$ cat src/rtl/acq_ptr_irq.sv
module acq_ptr_irq #(
  parameter int PTR_W  = 20,
  parameter int ADDR_W = 17,
  parameter int CNT_W  = 16,
  parameter int VEC_W  = 16,
  parameter int LVL_W  = 3
) (
  input  logic              clk,
  input  logic              rst_n,
  input  logic              arm,
  input  logic              wrap_en,
  input  logic              irq_en,
  input  logic [LVL_W-1:0]  irq_level,
  input  logic [VEC_W-1:0]  irq_vector,
  input  logic [CNT_W-1:0]  scan_preset,
  input  logic [15:0]       wdata,
  input  logic              ptr_lo_wr,
  input  logic              ptr_hi_wr,
  output logic [15:0]       ptr_lo_q,
  output logic [15:0]       ptr_hi_q,
  input  logic              conv_stb,
  input  logic              eos,
  output logic              mem_we,
  output logic [ADDR_W-1:0] mem_addr,
  output logic              acquiring,
  input  logic              done_clr,
  input  logic              full_clr,
  output logic              scan_done,
  output logic              mem_full,
  output logic              irq_req,
  input  logic              iack,
  input  logic [LVL_W-1:0]  iack_level,
  output logic              iack_valid,
  output logic [VEC_W-1:0]  iack_vector
);
  localparam int HI_W = PTR_W - 16;
  localparam logic [ADDR_W-1:0] LAST = {ADDR_W{1'b1}};

  logic [PTR_W-1:0] ptr;
  logic [CNT_W-1:0] cnt;
  logic halted, arm_d, pend;

  wire unused_ok = &{1'b0, wdata[15:HI_W]};
  wire arm_rise  = arm & ~arm_d;
  wire at_last   = mem_addr == LAST;
  wire full_evt  = mem_we & at_last;
  wire done_evt  = eos & acquiring & (cnt <= CNT_W'(1));
  wire ack_hit   = pend & iack & (iack_level == irq_level);
  wire sw_wr     = ptr_lo_wr | ptr_hi_wr;

  assign acquiring = arm & ~halted;
  assign mem_we    = conv_stb & acquiring;
  assign mem_addr  = ptr[ADDR_W-1:0];
  assign ptr_lo_q  = ptr[15:0];
  assign ptr_hi_q  = {{(16-HI_W){1'b0}}, ptr[PTR_W-1:16]};
  assign irq_req   = pend;

  always_ff @(posedge clk) begin
    if (!rst_n) begin
      ptr <= '0;
    end else begin
      if (mem_we) begin
        if (!at_last)     ptr <= ptr + PTR_W'(1);
        else if (wrap_en) ptr <= '0;
      end
      if (ptr_lo_wr) ptr[15:0]       <= wdata;
      if (ptr_hi_wr) ptr[PTR_W-1:16] <= wdata[HI_W-1:0];
    end
  end

  always_ff @(posedge clk) begin
    if (!rst_n) begin
      halted <= 1'b0;
      arm_d  <= 1'b0;
      cnt    <= '0;
    end else begin
      arm_d <= arm;
      if (arm_rise)                   halted <= 1'b0;
      else if (full_evt && !wrap_en)  halted <= 1'b1;
      if (arm_rise || done_evt)       cnt <= scan_preset;
      else if (eos && acquiring)      cnt <= cnt - CNT_W'(1);
    end
  end

  always_ff @(posedge clk) begin
    if (!rst_n) begin
      scan_done   <= 1'b0;
      mem_full    <= 1'b0;
      pend        <= 1'b0;
      iack_valid  <= 1'b0;
      iack_vector <= '0;
    end else begin
      if (done_evt)      scan_done <= 1'b1;
      else if (done_clr) scan_done <= 1'b0;
      if (full_evt)      mem_full <= 1'b1;
      else if (full_clr) mem_full <= 1'b0;
      if (ack_hit)                                pend <= 1'b0;
      else if (irq_en && (done_evt || full_evt))  pend <= 1'b1;
      iack_valid <= ack_hit;
      if (ack_hit) iack_vector <= irq_vector;
    end
  end


  ptr_idle_hold_chk: assert property (@(posedge clk) disable iff (!rst_n)
    (!acquiring && !sw_wr) |=> $stable(ptr));

  wrap_zero_chk: assert property (@(posedge clk) disable iff (!rst_n)
    (mem_we && mem_addr == LAST && wrap_en && !sw_wr) |=> (ptr == '0));

  full_after_last_chk: assert property (@(posedge clk) disable iff (!rst_n)
    $rose(mem_full) |-> ($past(mem_we) && $past(mem_addr) == LAST));

  irq_gate_chk: assert property (@(posedge clk) disable iff (!rst_n)
    $rose(irq_req) |-> $past(irq_en));

  ack_clear_chk: assert property (@(posedge clk) disable iff (!rst_n)
    (irq_req && iack && iack_level == irq_level) |=> (!irq_req && iack_valid));

  vec_source_chk: assert property (@(posedge clk) disable iff (!rst_n)
    iack_valid |-> $past(irq_req));
endmodule

$ cat config.mk
export PLATFORM = sky130hd
export DESIGN_NAME = acq_ptr_irq
export DESIGN_NICKNAME = d
export VERILOG_FILES = /design/src/rtl/acq_ptr_irq.sv
export SDC_FILE = /design/constraint.sdc
export NUM_CORES = 1
export LEC_CHECK = 0
export BUFFER_PORTS_ARGS = -buffer_cell sky130_fd_sc_hd__buf_2
export CAP_MARGIN = 0
export CORE_MARGIN = 2
export CORE_UTILIZATION = 45
export DETAILED_ROUTE_END_ITERATION = 6
export PLACE_DENSITY = 0.76
export SLEW_MARGIN = 5
export SYNTH_ARGS = -nofsm -noshare
export SYNTH_HDL_FRONTEND = slang
export SYNTH_SLANG_ARGS = --single-unit
$ cat constraint.sdc
create_clock -name clk -period 5.7 [get_ports clk]
set_input_delay 0.855 -clock clk [delete_from_list [all_inputs] [get_ports clk]]
set_output_delay 0.855 -clock clk [all_outputs]
set_load 0.02 [all_outputs]
# Word-level counts from Yosys, hierarchy flattened
# Cells that the tools add are included.
# word_totals
elab_cells,54
register_bits,58
inputBits,66
output_inout_bits,71
# classes
bitwise,11
n_reduce_logical,15
n_eq_ne,4
addsub,2
muxes,11
magnitude_cmp,1
# ops
op,n
20-bit two-way mux,3
16-bit two-way mux,3
"20-bit by 1-bit adder with 20-bit output, second input constant",1
"17-bit == test, second input constant",1
"16-bit by 1-bit less-or-equal comparator with 1-bit output, second input constant",1
"16-bit by 1-bit subtractor with 16-bit output, second input constant",1
2-bit nonzero test,5
1-bit bitwise AND,8
"3-bit != test, second input constant",2
1-bit two-way mux,4
4-bit two-way mux,1
2-bit AND reduction,2
2-bit OR reduction,2
3-bit == test,1
1-bit logical AND,3
1-bit NOT,3
1-bit logical OR,2
1-bit logical NOT,1

# Longest topological paths before layout
# depth
depth_word,6
mapped_depth,11
mapped_depth_nobuf,10

# Worst setup path after synthesis
# OpenSTA, ideal clock, no wires.
# synth_timing
kind,reg-to-reg
start,reg ptr[0]
end,reg ptr[10]
slack_ns,2.902
path_stages_with_launch,11
synth_period_minus_slack_ns,2.798
setup_time_ns,0.075
t_arrival_ns,2.723
required_time_ns,5.625
path_buffers,1
path_cell_list,dfxtp_1 ha_1 and3_1 nand4_1 nor3_1 ha_1 nand2b_1 a21oi_1 clkbuf_1 o21ai_1 o21ai_0
# synth_via
elab_chain_len,4
elab_cells_between_ends,7
cone_classes,add/sub (1); eq/ne (2); mux (3); reduce/logical (1)
# synth_rtl
item,line_no,source
"start, declared",39,logic [PTR_W-1:0] ptr;
"start signal, assigned",63,if (!at_last) ptr <= ptr + PTR_W'(1);
"start signal, assigned",66,if (ptr_lo_wr) ptr[15:0] <= wdata;
"start signal, assigned by index",67,if (ptr_hi_wr) ptr[PTR_W-1:16] <= wdata[HI_W-1:0];
20-bit by 1-bit adder with 20-bit output / 17-bit == test (equally long branches),"63, 45",
20-bit two-way mux,63,
20-bit two-way mux,62,if (mem_we) begin
16-bit two-way mux,66,
# Several ways; a longest one is shown, not always the timed one. The select of a mux whose other input is x is not followed.
# A chain may end at the register's enable or synchronous reset.

# Worst setup path after layout
# Same ends and word-level chain as after synthesis.

==> impl_metrics.ini <==
[final_layout]
area.growth.synth_to_final_pct = 23.4
num_antenna_cells = 0
fill_cells = 673
drive_gt1_share_pct = 31.1
finalNetCount = 567
multi_input_area_mm2 = 0.00179
final-seq-area_mm2 = 0.00116
post-route-util_pct = 58.0

[route]
viasPerCell = 5.49
dr_wl_met2_um = 4150
vias = 3286
drt_iter0_markers = 223
drc = 0
ant_nets = 0
routedWlPerCell_um = 14.8
top_layer = met4
wl_met1_um = 3850
wl_um = 8840
first_pass_iters = 5
wl_met3_um = 748

[logic_synthesis]
ys_top_cells_by_count = 58 x dfxtp_1, 46 x nor2_1, 29 x buf_4
synth_top_family_by_area = simple AND/OR/NAND/NOR gates
synth_top_area_cell = dfxtp_1
ys_seq_area_share_pct = 35.7
synthSimpleGateAreaFrac_pct = 25.6
synth-xor-area-share_pct = 4.04
ys.warnings.count = 0
synth.distinct_cells = 60
synth-seq-cells = 58
ys.flop_type = dfxtp_1
synth_top_area_share_pct = 35.7
postSynthAreaPerCell_um2 = 8.21
syn_area_mm2 = 0.00325
synth_compound_area_share_pct = 16.2
syn_inst = 396
synth_adder_area_share_pct = 1.54
synth_most_common_cell = dfxtp_1
synth_edf_count = 0
synth.area.top_cells = dfxtp_1 36%, buf_4 6.7%, mux2i_1 5.9%
ys_async_sr_fraction_pct = 0
muxShareOfSynthArea_pct = 6.20

[timing]
worstMarginPinSlew_ps = 1280
max_freq_mhz = 271
period_share_pct = 64.6
setup_viol = 0
fin_crit_ps = 3680
drv_slew = 0
tns_ps = 0
rsz0062_at_grt = no
slew_headroom_pct = 14.8
final_hold_viol_count = 0
skew_ps = 7.80

[power]
total_power_w = 0.00116
vdd_drop_max_mv = 0.206
pwr_density_cell_mw_per_mm2 = 290
p_leak_nw = 1.73

[placed_design]
hpwlAfterDp_um = 6410
gp_congestion = 0.836
port_buffers = 124

[floorplan]
pin_count = 137
die-area_mm2 = 0.00792
die_w_um = 89.0
initial_core_util_pct = 47.0
std_cell_rows = 30
core_area_mm2 = 0.00691
die_h_um = 89.0

[worst_setup_path]
crit_required_ps = 5960
max_stage_delay_ps = 1000
cp-end-kind = register
path_class = reg2reg
cp_cell_sequence = ha_1 -> and3_1 -> nand4_1 -> nor3_1 -> ha_1 -> nand2b_1 -> a21oi_1 -> o21ai_1 -> o21ai_0
slowest_stage = a21oi_1
crit_fanout = 17
crit_buf_inv = 0
worst_ep_arrival_time_ps = 3940
critPathTopFamily = compound AO/OA/AOI/OAI gates
crit_path_frequent_cell = ha_1
startpoint_type = register

[cts]
worstSkewPairLatency_ps = 340
cts_resized = 0
cts_sinks = 58
cts.clk_slew.worst_paths_ps = 70
cts_root_buf = clkbuf_8
postCtsSetupRepairBufs = 0
cts_buffers = 9
cts_buffer_depth = 2
htreeDepth = 3
cts_tree = done
hold_buffers = 0

[global_route]
grt_use_total_pct = 22.2
grt_overflow = 0
antenna_found_initial = 0
grt_max_degree = 41
grt_pass1_vias = 3013
grt_first_pass_wirelength_um = 13800

[worst_hold_path]
hp-class = reg2reg

[status]
status = completed

[flow_run]
drv_cap = 0
[final timing paths]
check,end,depth (start not counted),slack (ps),from
min,scan_done,2,490,scan_done
max reg2reg,ptr[10],9,2020,ptr[0]
max,ptr[10],9,2020,ptr[0]
min reg2reg,scan_done,2,490,scan_done
[layout by cell type (no fill, tap or decap), drive strengths merged, types with 4 or more instances in the layout]
master	count
o22ai	4
nor3	23
a32o	4
clkbuf	11
or4	4
nor2	46
o21ai	26
nand3	15
conb	12
nor4	11
and2	4
ha	4
inv	13
a21oi	17
nand2b	4
xnor2	12
nand4	5
mux2i	19
buf	126
nand2	23
dfxtp	58
or3	6
[logic make-up (layout without fill, tap and decap cells)]
| family | Yosys count | in the layout |
|---|---|---|
| and+or+nand+nor | 159 | 159 |
| xor gates and xnor gates | 15 | 15 |
| adders and majority gates | 4 | 4 |
| buffers and inverters | 60 | 155 |
| AOI/OAI and AO/OA | 79 | 79 |
| other | 1 | 12 |
| DFF | 58 | 58 |
| muxes | 20 | 20 |
[layout make-up]
type | instances | share of cell area, %
Multi-Input combinational cell | 289 | 44.7
Clock buffer | 11 | 3.78
Tap cell | 96 | 3.00
Clock inverter | 5 | 2.50
Timing Repair Buffer | 126 | 15.9
Inverter | 13 | 1.22
Sequential cell | 58 | 29.0
[power by group]
part	switching [W]	total, W	internal [W]
Combinational	0.000135	0.000225	0.0000908
Clock	0.000167	0.000480	0.000313
Sequential	0.0000283	0.000456	0.000428
Total	0.000330	0.00116	0.000832
[routing by layer]
layer	global-route usage, %	vias to the layer above
li1	-	1594
met3	4.52	12
met5	0	-
met1	28.7	1511
met4	7.60	0
met2	37.0	169
[worst register-to-register path, cell delays in order (launching register included)]
cell	delay (ps)
dfxtp_1	410
ha_1	220
and3_1	230
nand4_1	300
nor3_1	310
ha_1	310
nand2b_1	100
a21oi_1	1000
o21ai_1	440
o21ai_0	270
[registers in the layout, indices dropped and copies added (netlist names)]
signal / cells
arm_d: 1
cnt: 16
halted: 1
iack_valid: 1
iack_vector: 16
irq_req: 1
mem_full: 1
ptr: 20
scan_done: 1
[per-stage QoR]
stage	hold WS [ps]	area [um2]	worst slack, ps	instances
floorplan	462	3290	2900	407
global placement	458	3760	2350	582
detailed placement	472	3760	2140	582
CTS	496	4010	2080	598
global route	526	4010	1650	598
finish	490	4010	2020	598
(Power assumes the default switching activity.)
